<file path="src/rtl/eth_tx_pkg.sv">
package eth_tx_pkg;
  typedef enum logic [2:0] {
    ST_IDLE, ST_PRE, ST_SFD, ST_DATA, ST_PAD, ST_FCS
  } tx_state_e;

  localparam logic [7:0]  PRE_BYTE      = 8'h55;
  localparam logic [7:0]  SFD_BYTE      = 8'hD5;
  localparam logic [7:0]  PAD_BYTE      = 8'h00;
  localparam logic [31:0] CRC_POLY_REFL = 32'hEDB88320;
  localparam logic [31:0] CRC_PRESET    = 32'hFFFFFFFF;
endpackage

</file>
<file path="src/rtl/eth_tx_crc.sv">
module eth_tx_crc
  import eth_tx_pkg::*;
(
  input  logic        clk_i,
  input  logic        rst_ni,
  input  logic        init_i,
  input  logic        en_i,
  input  logic [7:0]  data_i,
  output logic [31:0] crc_o
);
  logic [31:0] crc_q, crc_d;

  always_comb begin
    crc_d = crc_q ^ {24'h0, data_i};
    for (int b = 0; b < 8; b++)
      crc_d = crc_d[0] ? ((crc_d >> 1) ^ CRC_POLY_REFL) : (crc_d >> 1);
  end

  always_ff @(posedge clk_i or negedge rst_ni) begin
    if (!rst_ni)     crc_q <= CRC_PRESET;
    else if (init_i) crc_q <= CRC_PRESET;
    else if (en_i)   crc_q <= crc_d;
  end

  assign crc_o = crc_q;

  // CRC register holds while no byte is folded in
  a_r6_crc_hold: assert property (@(posedge clk_i) disable iff (!rst_ni)
    (!init_i && !en_i) |=> $stable(crc_o));
  a_r6_crc_preset: assert property (@(posedge clk_i) disable iff (!rst_ni)
    init_i |=> (crc_o == CRC_PRESET));
endmodule

</file>
<file path="src/rtl/eth_tx_len.sv">
module eth_tx_len #(
  parameter int CNT_W     = 12,
  parameter int MIN_BYTES = 68
) (
  input  logic             clk_i,
  input  logic             rst_ni,
  input  logic             clr_i,
  input  logic             inc_i,
  output logic [CNT_W-1:0] cnt_o,
  output logic             short_o
);
  localparam logic [CNT_W-1:0] CNT_MAX = {CNT_W{1'b1}};
  logic [CNT_W-1:0] cnt_q;

  always_ff @(posedge clk_i or negedge rst_ni) begin
    if (!rst_ni)                          cnt_q <= '0;
    else if (clr_i)                       cnt_q <= '0;
    else if (inc_i && cnt_q != CNT_MAX)   cnt_q <= cnt_q + 1'b1;
  end

  assign cnt_o = cnt_q;
  // true when the byte now going out still leaves the frame below minimum
  assign short_o = ({1'b0, cnt_q} + 1'b1) < (CNT_W+1)'(MIN_BYTES);

  a_r4_cnt_clear: assert property (@(posedge clk_i) disable iff (!rst_ni)
    clr_i |=> (cnt_o == '0));
endmodule

</file>
<file path="src/rtl/eth_tx_framer.sv">
module eth_tx_framer
  import eth_tx_pkg::*;
#(
  parameter int PRE_BYTES = 7,
  parameter int MIN_BITS  = 544,
  parameter int CNT_W     = 12
) (
  input  logic       clk_i,
  input  logic       rst_ni,
  input  logic [7:0] s_data_i,
  input  logic       s_valid_i,
  input  logic       s_last_i,
  output logic       s_ready_o,
  input  logic       auto_pad_i,
  input  logic       fcs_dis_i,
  output logic [7:0] tx_data_o,
  output logic       tx_valid_o,
  output logic       tx_active_o
);
  localparam int MIN_BYTES = MIN_BITS / 8;
  localparam int FCS_BYTES = 4;

  tx_state_e        state_q, state_d;
  logic             pad_en_q, fcs_en_q;
  logic [1:0]       fcs_idx_q;
  logic [CNT_W-1:0] cnt;
  logic             short_frm, beat;
  logic [31:0]      crc;
  logic [31:0]      fcs_word;

  assign s_ready_o   = (state_q == ST_DATA);
  assign beat        = s_ready_o & s_valid_i;
  assign tx_active_o = (state_q != ST_IDLE);
  assign fcs_word    = ~crc;

  eth_tx_len #(.CNT_W(CNT_W), .MIN_BYTES(MIN_BYTES)) u_len (
    .clk_i   (clk_i),
    .rst_ni  (rst_ni),
    .clr_i   (state_q == ST_IDLE),
    .inc_i   (tx_valid_o),
    .cnt_o   (cnt),
    .short_o (short_frm)
  );

  eth_tx_crc u_crc (
    .clk_i  (clk_i),
    .rst_ni (rst_ni),
    .init_i (state_q == ST_SFD),
    .en_i   (beat || state_q == ST_PAD),
    .data_i (tx_data_o),
    .crc_o  (crc)
  );

  always_comb begin
    tx_valid_o = 1'b1;
    tx_data_o  = PAD_BYTE;
    unique case (state_q)
      ST_IDLE: tx_valid_o = 1'b0;
      ST_PRE:  tx_data_o  = PRE_BYTE;
      ST_SFD:  tx_data_o  = SFD_BYTE;
      ST_DATA: begin
        tx_valid_o = s_valid_i;
        tx_data_o  = s_data_i;
      end
      ST_PAD:  tx_data_o = PAD_BYTE;
      ST_FCS: begin
        unique case (fcs_idx_q)
          2'd0: tx_data_o = fcs_word[7:0];
          2'd1: tx_data_o = fcs_word[15:8];
          2'd2: tx_data_o = fcs_word[23:16];
          default: tx_data_o = fcs_word[31:24];
        endcase
      end
      default: tx_valid_o = 1'b0;
    endcase
  end

  always_comb begin
    state_d = state_q;
    unique case (state_q)
      ST_IDLE: if (s_valid_i) state_d = ST_PRE;
      ST_PRE:  if (cnt == CNT_W'(PRE_BYTES - 1)) state_d = ST_SFD;
      ST_SFD:  state_d = ST_DATA;
      ST_DATA: if (beat && s_last_i) begin
        if (pad_en_q && short_frm) state_d = ST_PAD;
        else if (fcs_en_q)         state_d = ST_FCS;
        else                       state_d = ST_IDLE;
      end
      ST_PAD:  if (!short_frm) state_d = ST_FCS;
      ST_FCS:  if (fcs_idx_q == 2'(FCS_BYTES - 1)) state_d = ST_IDLE;
      default: state_d = ST_IDLE;
    endcase
  end

  always_ff @(posedge clk_i or negedge rst_ni) begin
    if (!rst_ni) begin
      state_q   <= ST_IDLE;
      pad_en_q  <= 1'b0;
      fcs_en_q  <= 1'b1;
      fcs_idx_q <= '0;
    end else begin
      state_q <= state_d;
      if (state_q == ST_IDLE && s_valid_i) begin
        pad_en_q <= auto_pad_i;
        fcs_en_q <= auto_pad_i | ~fcs_dis_i; // pad forces FCS
      end
      if (state_q == ST_FCS) fcs_idx_q <= fcs_idx_q + 1'b1;
      else                   fcs_idx_q <= '0;
    end
  end

  a_r2_sfd_follows_pre: assert property (@(posedge clk_i) disable iff (!rst_ni)
    (state_q == ST_SFD) |-> ($past(state_q) == ST_PRE));
  a_r3_ready_after_sfd: assert property (@(posedge clk_i) disable iff (!rst_ni)
    $rose(s_ready_o) |-> ($past(state_q) == ST_SFD));
  a_r4_pad_ends_at_min: assert property (@(posedge clk_i) disable iff (!rst_ni)
    (state_q != ST_PAD && $past(state_q) == ST_PAD) |-> (cnt == CNT_W'(MIN_BYTES)));
  a_r6_fcs_four_bytes: assert property (@(posedge clk_i) disable iff (!rst_ni)
    (state_q != ST_FCS && $past(state_q) == ST_FCS) |-> ($past(fcs_idx_q) == 2'd3));
  a_r10_valid_in_frame: assert property (@(posedge clk_i) disable iff (!rst_ni)
    tx_valid_o |-> tx_active_o);
endmodule

</file>
<file path="config.mk">
export PLATFORM = sky130hd
export DESIGN_NAME = eth_tx_framer
export DESIGN_NICKNAME = d
export VERILOG_FILES = /design/src/rtl/eth_tx_pkg.sv /design/src/rtl/eth_tx_crc.sv /design/src/rtl/eth_tx_len.sv /design/src/rtl/eth_tx_framer.sv
export SDC_FILE = /design/constraint.sdc
export NUM_CORES = 1
export LEC_CHECK = 0
export ABC_AREA = 1
export BUFFER_PORTS_ARGS = -buffer_cell sky130_fd_sc_hd__clkbuf_2
export CAP_MARGIN = 40
export CORE_UTILIZATION = 55
export CTS_CLUSTER_DIAMETER = 200
export DETAILED_ROUTE_END_ITERATION = 8
export MAX_ROUTING_LAYER = met4
export PLACE_DENSITY_LB_ADDON = 0.12
export SLEW_MARGIN = 25
export SYNTH_ARGS = -nofsm -noshare
export SYNTH_HDL_FRONTEND = slang
export SYNTH_SLANG_ARGS = --single-unit
</file>
<file path="constraint.sdc">
create_clock -name clk_i -period 4.6 [get_ports clk_i]
set_clock_uncertainty 0.2 [all_clocks]
set_input_delay 0.23 -clock clk_i [delete_from_list [all_inputs] [get_ports clk_i]]
set_output_delay 0.23 -clock clk_i [all_outputs]
set_load 0.05 [all_outputs]
</file>
== After elaboration in Yosys (flattened, before gate mapping) ==
Index checks and enable logic that the tools add are counted.
Storage, ports and cells
  word-level logic and storage cells: 74
  flip-flop bits (word level): 51
  bits of input ports: 14
Cells by class
  bitwise gates (word level): 13
  order comparisons: 1
  reduce and logical (&&, ||, !) cells: 12
  equality and inequality tests: 15
  muxes and demuxes: 24
  add/subtract/negate cells: 3
Operators with widths (number)
  32-bit 2-to-1 mux: 10
  13-bit NOT with 14-bit output: 8
  32-bit NOT: 1
  8-bit case mux with 4 select lines: 1
  32-bit by 8-bit bitwise XOR with 32-bit output: 1
  12-bit 2-to-1 mux: 2
  8-bit case mux with 3 select lines: 1
  3-bit 2-to-1 mux: 7
  3-bit case mux with 6 select lines: 1
  12-bit by 1-bit adder with 13-bit output, second input constant: 1
  13-bit by 7-bit less-than comparator with 1-bit output, second input constant: 1
  12-bit by 1-bit adder with 12-bit output, second input constant: 1
  12-bit by 3-bit equality test with 1-bit output, second input constant: 1
  12-bit != test, second input constant: 1
  2-bit != test, second input constant: 4
  3-bit by 2-bit equality test with 1-bit output, second input constant: 2
  3-bit equality test, second input constant: 2
  5-bit AND reduction: 1
  2-bit equality test, second input constant: 2
  1-bit logical AND: 4
  2-bit nonzero test: 2
  4-bit OR reduction: 1
  3-bit by 1-bit equality test with 1-bit output, second input constant: 1
  3-bit zero test: 1
  other kinds (11): 11

== Logic depth before layout (Yosys ltp) ==
  depth in word-level cells: 22
  depth in mapped cells: 19

== Modules after synthesis ==
Synthesis repeated with hierarchy kept, for this count alone.
Second synthesis, totals
  cell total of the unflattened synthesis: 614
  area, all modules: 4207.8 sq um
Modules (own cells, without submodules)
  eth_tx_crc: sequential area each 840.8 sq um, cells an instance 348, area an instance 2484.9 sq um, times used 1
  eth_tx_len: sequential area each 300.3 sq um, cells an instance 123, area an instance 884.6 sq um, times used 1
  eth_tx_framer: sequential area each 176.4 sq um, cells an instance 143, area an instance 838.3 sq um, times used 1

== Worst setup path after synthesis ==
No wires, ideal clock.
  path kind: flip-flop to flip-flop
  start point: register fcs_idx_q[0]
  end point: register u_crc.crc_q[4], in the netlist u_crc.crc_o[4]
  setup slack: 1.914 ns
  cell stages (with the launch flop): 18
  setup time: 0.076 ns
  clock period less this slack: 2.686 ns
  required time: 4.324 ns
  arrival time: 2.411 ns
  path through: dfrtp_1 -> inv_1 -> ha_1 -> clkbuf_1 -> nand2_1 -> o21ai_0 -> o21ai_1 -> nand2_1 -> nand2_1 -> nand2_2 -> nor2_2 -> nor2_4 -> nand2_1 -> nand2_2 -> nand2_1 -> nand2_1 -> o21ai_1 -> inv_1
On the way
  elaborated cells on any way between the ends: 19
  classes of those cells: eq/ne (2); mux (12); bitwise (4); reduce/logical (1)
RTL lines
  from (decl): line eth_tx_framer.sv:25  | logic [1:0] fcs_idx_q;
  from (signal assigned): line eth_tx_framer.sv:107  | if (state_q == ST_FCS) fcs_idx_q <= fcs_idx_q + 1'b1;
  2-bit equality test (tied with other cells): line eth_tx_framer.sv:67  | unique case (fcs_idx_q)
  8-bit case mux with 3 select lines (*): line eth_tx_framer.sv:67
  8-bit case mux with 4 select lines (*): line eth_tx_framer.sv:57  | unique case (state_q)
  net tx_data_o[3]: line eth_tx_framer.sv:16  | output logic [7:0] tx_data_o,
  32-bit by 8-bit bitwise XOR with 32-bit output (*): line eth_tx_crc.sv:14  | crc_d = crc_q ^ {24'h0, data_i};
  32-bit 2-to-1 mux (*) (6 in series): line eth_tx_crc.sv:16  | crc_d = crc_d[0] ? ((crc_d >> 1) ^ CRC_POLY_REFL) : (crc_d >> 1);
  13-bit NOT with 14-bit output (no line)
  32-bit 2-to-1 mux (*) (2 in series): line eth_tx_crc.sv:16
  32-bit 2-to-1 mux (*): line eth_tx_crc.sv:22  | else if (en_i) crc_q <= crc_d;
  32-bit 2-to-1 mux (*): line eth_tx_crc.sv:21  | else if (init_i) crc_q <= CRC_PRESET;
  to (signal assigned): line eth_tx_crc.sv:22
  to (decl): line eth_tx_crc.sv:11  | logic [31:0] crc_q, crc_d;
The timed path passes the listed nets; every way through them passes the cells marked *. The select of a mux whose other input is x is not followed.
A chain may end at the register's enable or synchronous reset.

== Worst setup path in the final report ==
  start point: register fcs_idx_q[0]
  end point: register u_crc.crc_q[23], in the netlist u_crc.crc_o[23]
On the way
  cells in the longest elaborated chain, start to end: 19
  elaborated cells on any way between the ends: 22
  classes of those cells: eq/ne (2); mux (12); bitwise (7); reduce/logical (1)
Ends and longest elaborated chain (line)
  2-bit equality test (tied with other cells): eth_tx_framer.sv:67
  8-bit case mux with 3 select lines (*): eth_tx_framer.sv:67
  8-bit case mux with 4 select lines (*): eth_tx_framer.sv:57
  32-bit by 8-bit bitwise XOR with 32-bit output (*): eth_tx_crc.sv:14
  32-bit 2-to-1 mux (*): eth_tx_crc.sv:16
  13-bit NOT with 14-bit output (no line)
  32-bit 2-to-1 mux (*) (2 in series): eth_tx_crc.sv:16
  13-bit NOT with 14-bit output (no line)
  32-bit 2-to-1 mux (*): eth_tx_crc.sv:16
  13-bit NOT with 14-bit output (no line)
  32-bit 2-to-1 mux (*) (2 in series): eth_tx_crc.sv:16
  13-bit NOT with 14-bit output (no line)
  32-bit 2-to-1 mux (*): eth_tx_crc.sv:16
  13-bit NOT with 14-bit output (no line)
  32-bit 2-to-1 mux (*): eth_tx_crc.sv:16
  32-bit 2-to-1 mux (*): eth_tx_crc.sv:22
  32-bit 2-to-1 mux (*): eth_tx_crc.sv:21
Every way passes the cells marked *; elsewhere a longest branch is shown, timed or not. The select of a mux whose other input is x is not followed.

==> key figures <==
Finish
  • Share of layout cells above drive strength 1: 16.6%
  • # fillers: 706
  • Commonest non-fill, non-tap cells in the layout: nand2_1 (214), inv_1 (99), nand3_1 (63)
  • Nets: 691
  • Area Overhead vs Synth: 9.42%
  • Fin cells: 769
  • Ant diodes: 0
  • Commonest non-fill, non-tap cell in the layout: nand2_1

STA
  • Final-report hold violation count: 0
  • Slew headroom: 56.3%
  • Final WS setup: 1.72 ns
  • RSZ-0062 raised after global routing: false
  • Fmax: approximately 350 MHz
  • Least-Margin Pin Slew: around 0.66 ns
  • Fin crit period: ~2.9 ns
  • Max-slew violations: 0
  • Period utilisation layout: 62.7%
  • Total negative setup slack: 0 ns
  • Final setup viols: 0

Route
  • Pre-antenna DRT Iters: 5
  • Initial DRC Count: 418
  • Via density: 5.46
  • Drt drc: 0
  • Final ANT Viol Nets: 0
  • Total number of vias: 4,199
  • Drt total wl: roughly 12 mm
  • Routed WL per cell: 15.1 um

Die
  • IO Count: 25
  • Die X: 88.7 um
  • Initial Util: between 50% and 60%
  • Core Footprint: 7250 um2
  • Die Ht: between 80 and 90 um
  • Number of core rows: 31
  • Area of the die: 7860 um2

Logic synthesis
  • Post-synthesis sequential area ratio: 31.9%
  • Yosys top cell by area: dfstp_2
  • Synthesized area: 4130 um2
  • Ys Warns: 0
  • Synth area leaders: dfstp_2 (21%), nand2_1 (19%), dfrtp_1 (11%)
  • Syn nets: 662
  • Post-synthesis instance total: 640
  • Mean Syn Cell Area: between 6 and 7 um2
  • Yosys cell types: 34
  • Area share of the largest cell type after synthesis: 21.0%
  • Synthesis-stage register bit count: 51

Hold path
  • Type of the most critical hold path: in -> reg

Clock network
  • Clk buf depth: 2
  • H-tree depth reported by CTS: 2
  • CTS Sinks: slightly above 50
  • CTS tree: built
  • Clock Latency Late Sink: 0.32 ns
  • Clk pin slew, worst setup/hold paths: 0.10 ns
  • CTS Buf Count: 5
  • CTS Root Cell: clkbuf_8

Global routing
  • First-pass GRT wire length: 18.5 mm
  • Total grt overflow: 0
  • Vias in the first global route: 3,855
  • Total GRT Usage: 32.3%
  • Initial antenna violation count: 0
  • Largest net degree at the start of global routing: 52

Worst setup path
  • Worst Path Class, Setup: reg -> reg
  • Setup crit end kind: flop
  • Required time worst endpoint: between 4 and 5 ns
  • Critical Path Source Type: flop
  • CP arrival: 2.95 ns
  • Worst-path fanout max: 10

Place
  • Port-buffer cells: 24
  • Pre-CTS setup slack: 1.81 ns
  • Final HPWL DP: 8.66 mm
  • Cells after DPL: 757
  • RePlAce Congestion: 0.971

Outcome
  • Status: complete, no violations

Run
  • MaxCap Viol Count: 0
[worst max-delay path, cell delays in order (launching register included)]
cell	delay, ns
dfrtp_1	0.44
ha_1	0.35
inv_2	0.22
nand2_1	0.08
o21ai_1	0.22
nand2_1	0.13
nand2_1	0.12
nand2_4	0.14
nand2_1	0.10
nand2_1	0.18
nand2_1	0.14
nand2_2	0.12
nand3_1	0.11
nand3_1	0.13
nand2_1	0.10
inv_1	0.04
[flip-flops by register name, indices dropped and copies added, names as in the netlist]
register,cells
u_crc.crc_o,32
u_len.cnt_o,12
state_q,3
fcs_idx_q,2
fcs_en_q,1
pad_en_q,1
[layer usage]
layer	vias up	global-route usage (%)	share of wire [%]	wire length, um
met4	0	13.5	2.7	308
met2	193	49.9	45	5240
met5	-	-	0	0
li1	2054	-	-	-
met3	38	3.82	7.2	838
met1	1914	43.0	45	5230
[Yosys cell counts]
library cell and count:
a21boi_0 1, buf_2 1, a21oi_1 5, xor2_2 1, nor4_1 2, inv_1 99
nand4_1 6, o211ai_1 1, nand2_4 4, clkbuf_2 1, nand3_1 63, nand2_2 22
a211oi_1 1, o21ai_1 16, nor3_1 1, nor2_4 3, or2_1 1, nand2_1 214
nor2_2 2, o22ai_1 15, dfrtp_1 18, a22oi_1 1, xnor2_1 4, o21ai_0 30
nand3_2 2, nor2_1 42, xor2_1 28, buf_4 1, a21oi_2 2, dfstp_2 33
clkbuf_1 5, inv_2 6, buf_1 1, ha_1 8
[repair_timing]
item	in CTS	in global routing
buffers inserted	0	0
hold buffers	3	0
endpoints found under the hold margin	20	0
gates resized for setup	0	0
endpoints found under the setup margin	0	0
[cells by family (layout without fill, tap and decap cells)]
| group | after synthesis | in the layout | share of synthesized area, % |
|---|---|---|---|
| AO/OA/AOI/OAI | 72 | 72 | 9.60 |
| XOR/XNOR | 33 | 33 | 7.18 |
| adder cells (fa/ha/maj) | 8 | 8 | 2.42 |
| buffers and inverters | 114 | 144 | 10.5 |
| flip-flops | 51 | 51 | 31.9 |
| AND/OR/NAND/NOR | 362 | 362 | 38.4 |
[path summary, 6_finish.rpt]
| kind | startpoint | endpoint | slack, ns | depth (start not counted) |
|---|---|---|---|---|
| min in group asynchronous | rst_ni | state_q[0]$_DFFE_PN0P_ | 0.33 | 3 |
| worst min-delay path | s_last_i | state_q[1]$_DFFE_PN0P_ | 0.009 | 4 |
| worst max-delay path | fcs_idx_q[0]$_DFF_PN0_ | u_crc.crc_o[23]$_DFFE_PN1P_ | 1.72 | 15 |
| worst max register to register | fcs_idx_q[0]$_DFF_PN0_ | u_crc.crc_o[23]$_DFFE_PN1P_ | 1.72 | 15 |
| worst min register to register | u_crc.crc_o[5]$_DFFE_PN1P_ | u_crc.crc_o[5]$_DFFE_PN1P_ | 0.29 | 2 |
| max in group asynchronous | rst_ni | u_len.cnt_o[2]$_DFFE_PN0P_ | 3.40 | 3 |
[stage by stage]
stage / instance area, um2 / utilization [%] / hold WS, ns
2_1_floorplan: 4130 / - / -0.266
4_1_cts: 4510 / 62.1 / 0.00791
5_1_grt: 4520 / 62.3 / 0.0171
3_5_place_dp: 4360 / 60.1 / 0.182
6_report: 4520 / 62.3 / 0.00916
3_3_place_gp: 4360 / 60.1 / 0.180
[layout make-up]
type                       count  area, um2  share of cell area (%)
clock inverter                 2       35.0                   0.775
multi-input combinational    475       2380                    52.6
clock buffer                   6       82.6                    1.83
inverter                     105        394                    8.72
tap                           99        124                    2.74
sequential                    51       1320                    29.1
timing repair buffer          31        188                    4.15
Power is left out: the tool's default activity adds up to more than one toggle a clock period on the data nets, which glitch-free logic cannot reach.
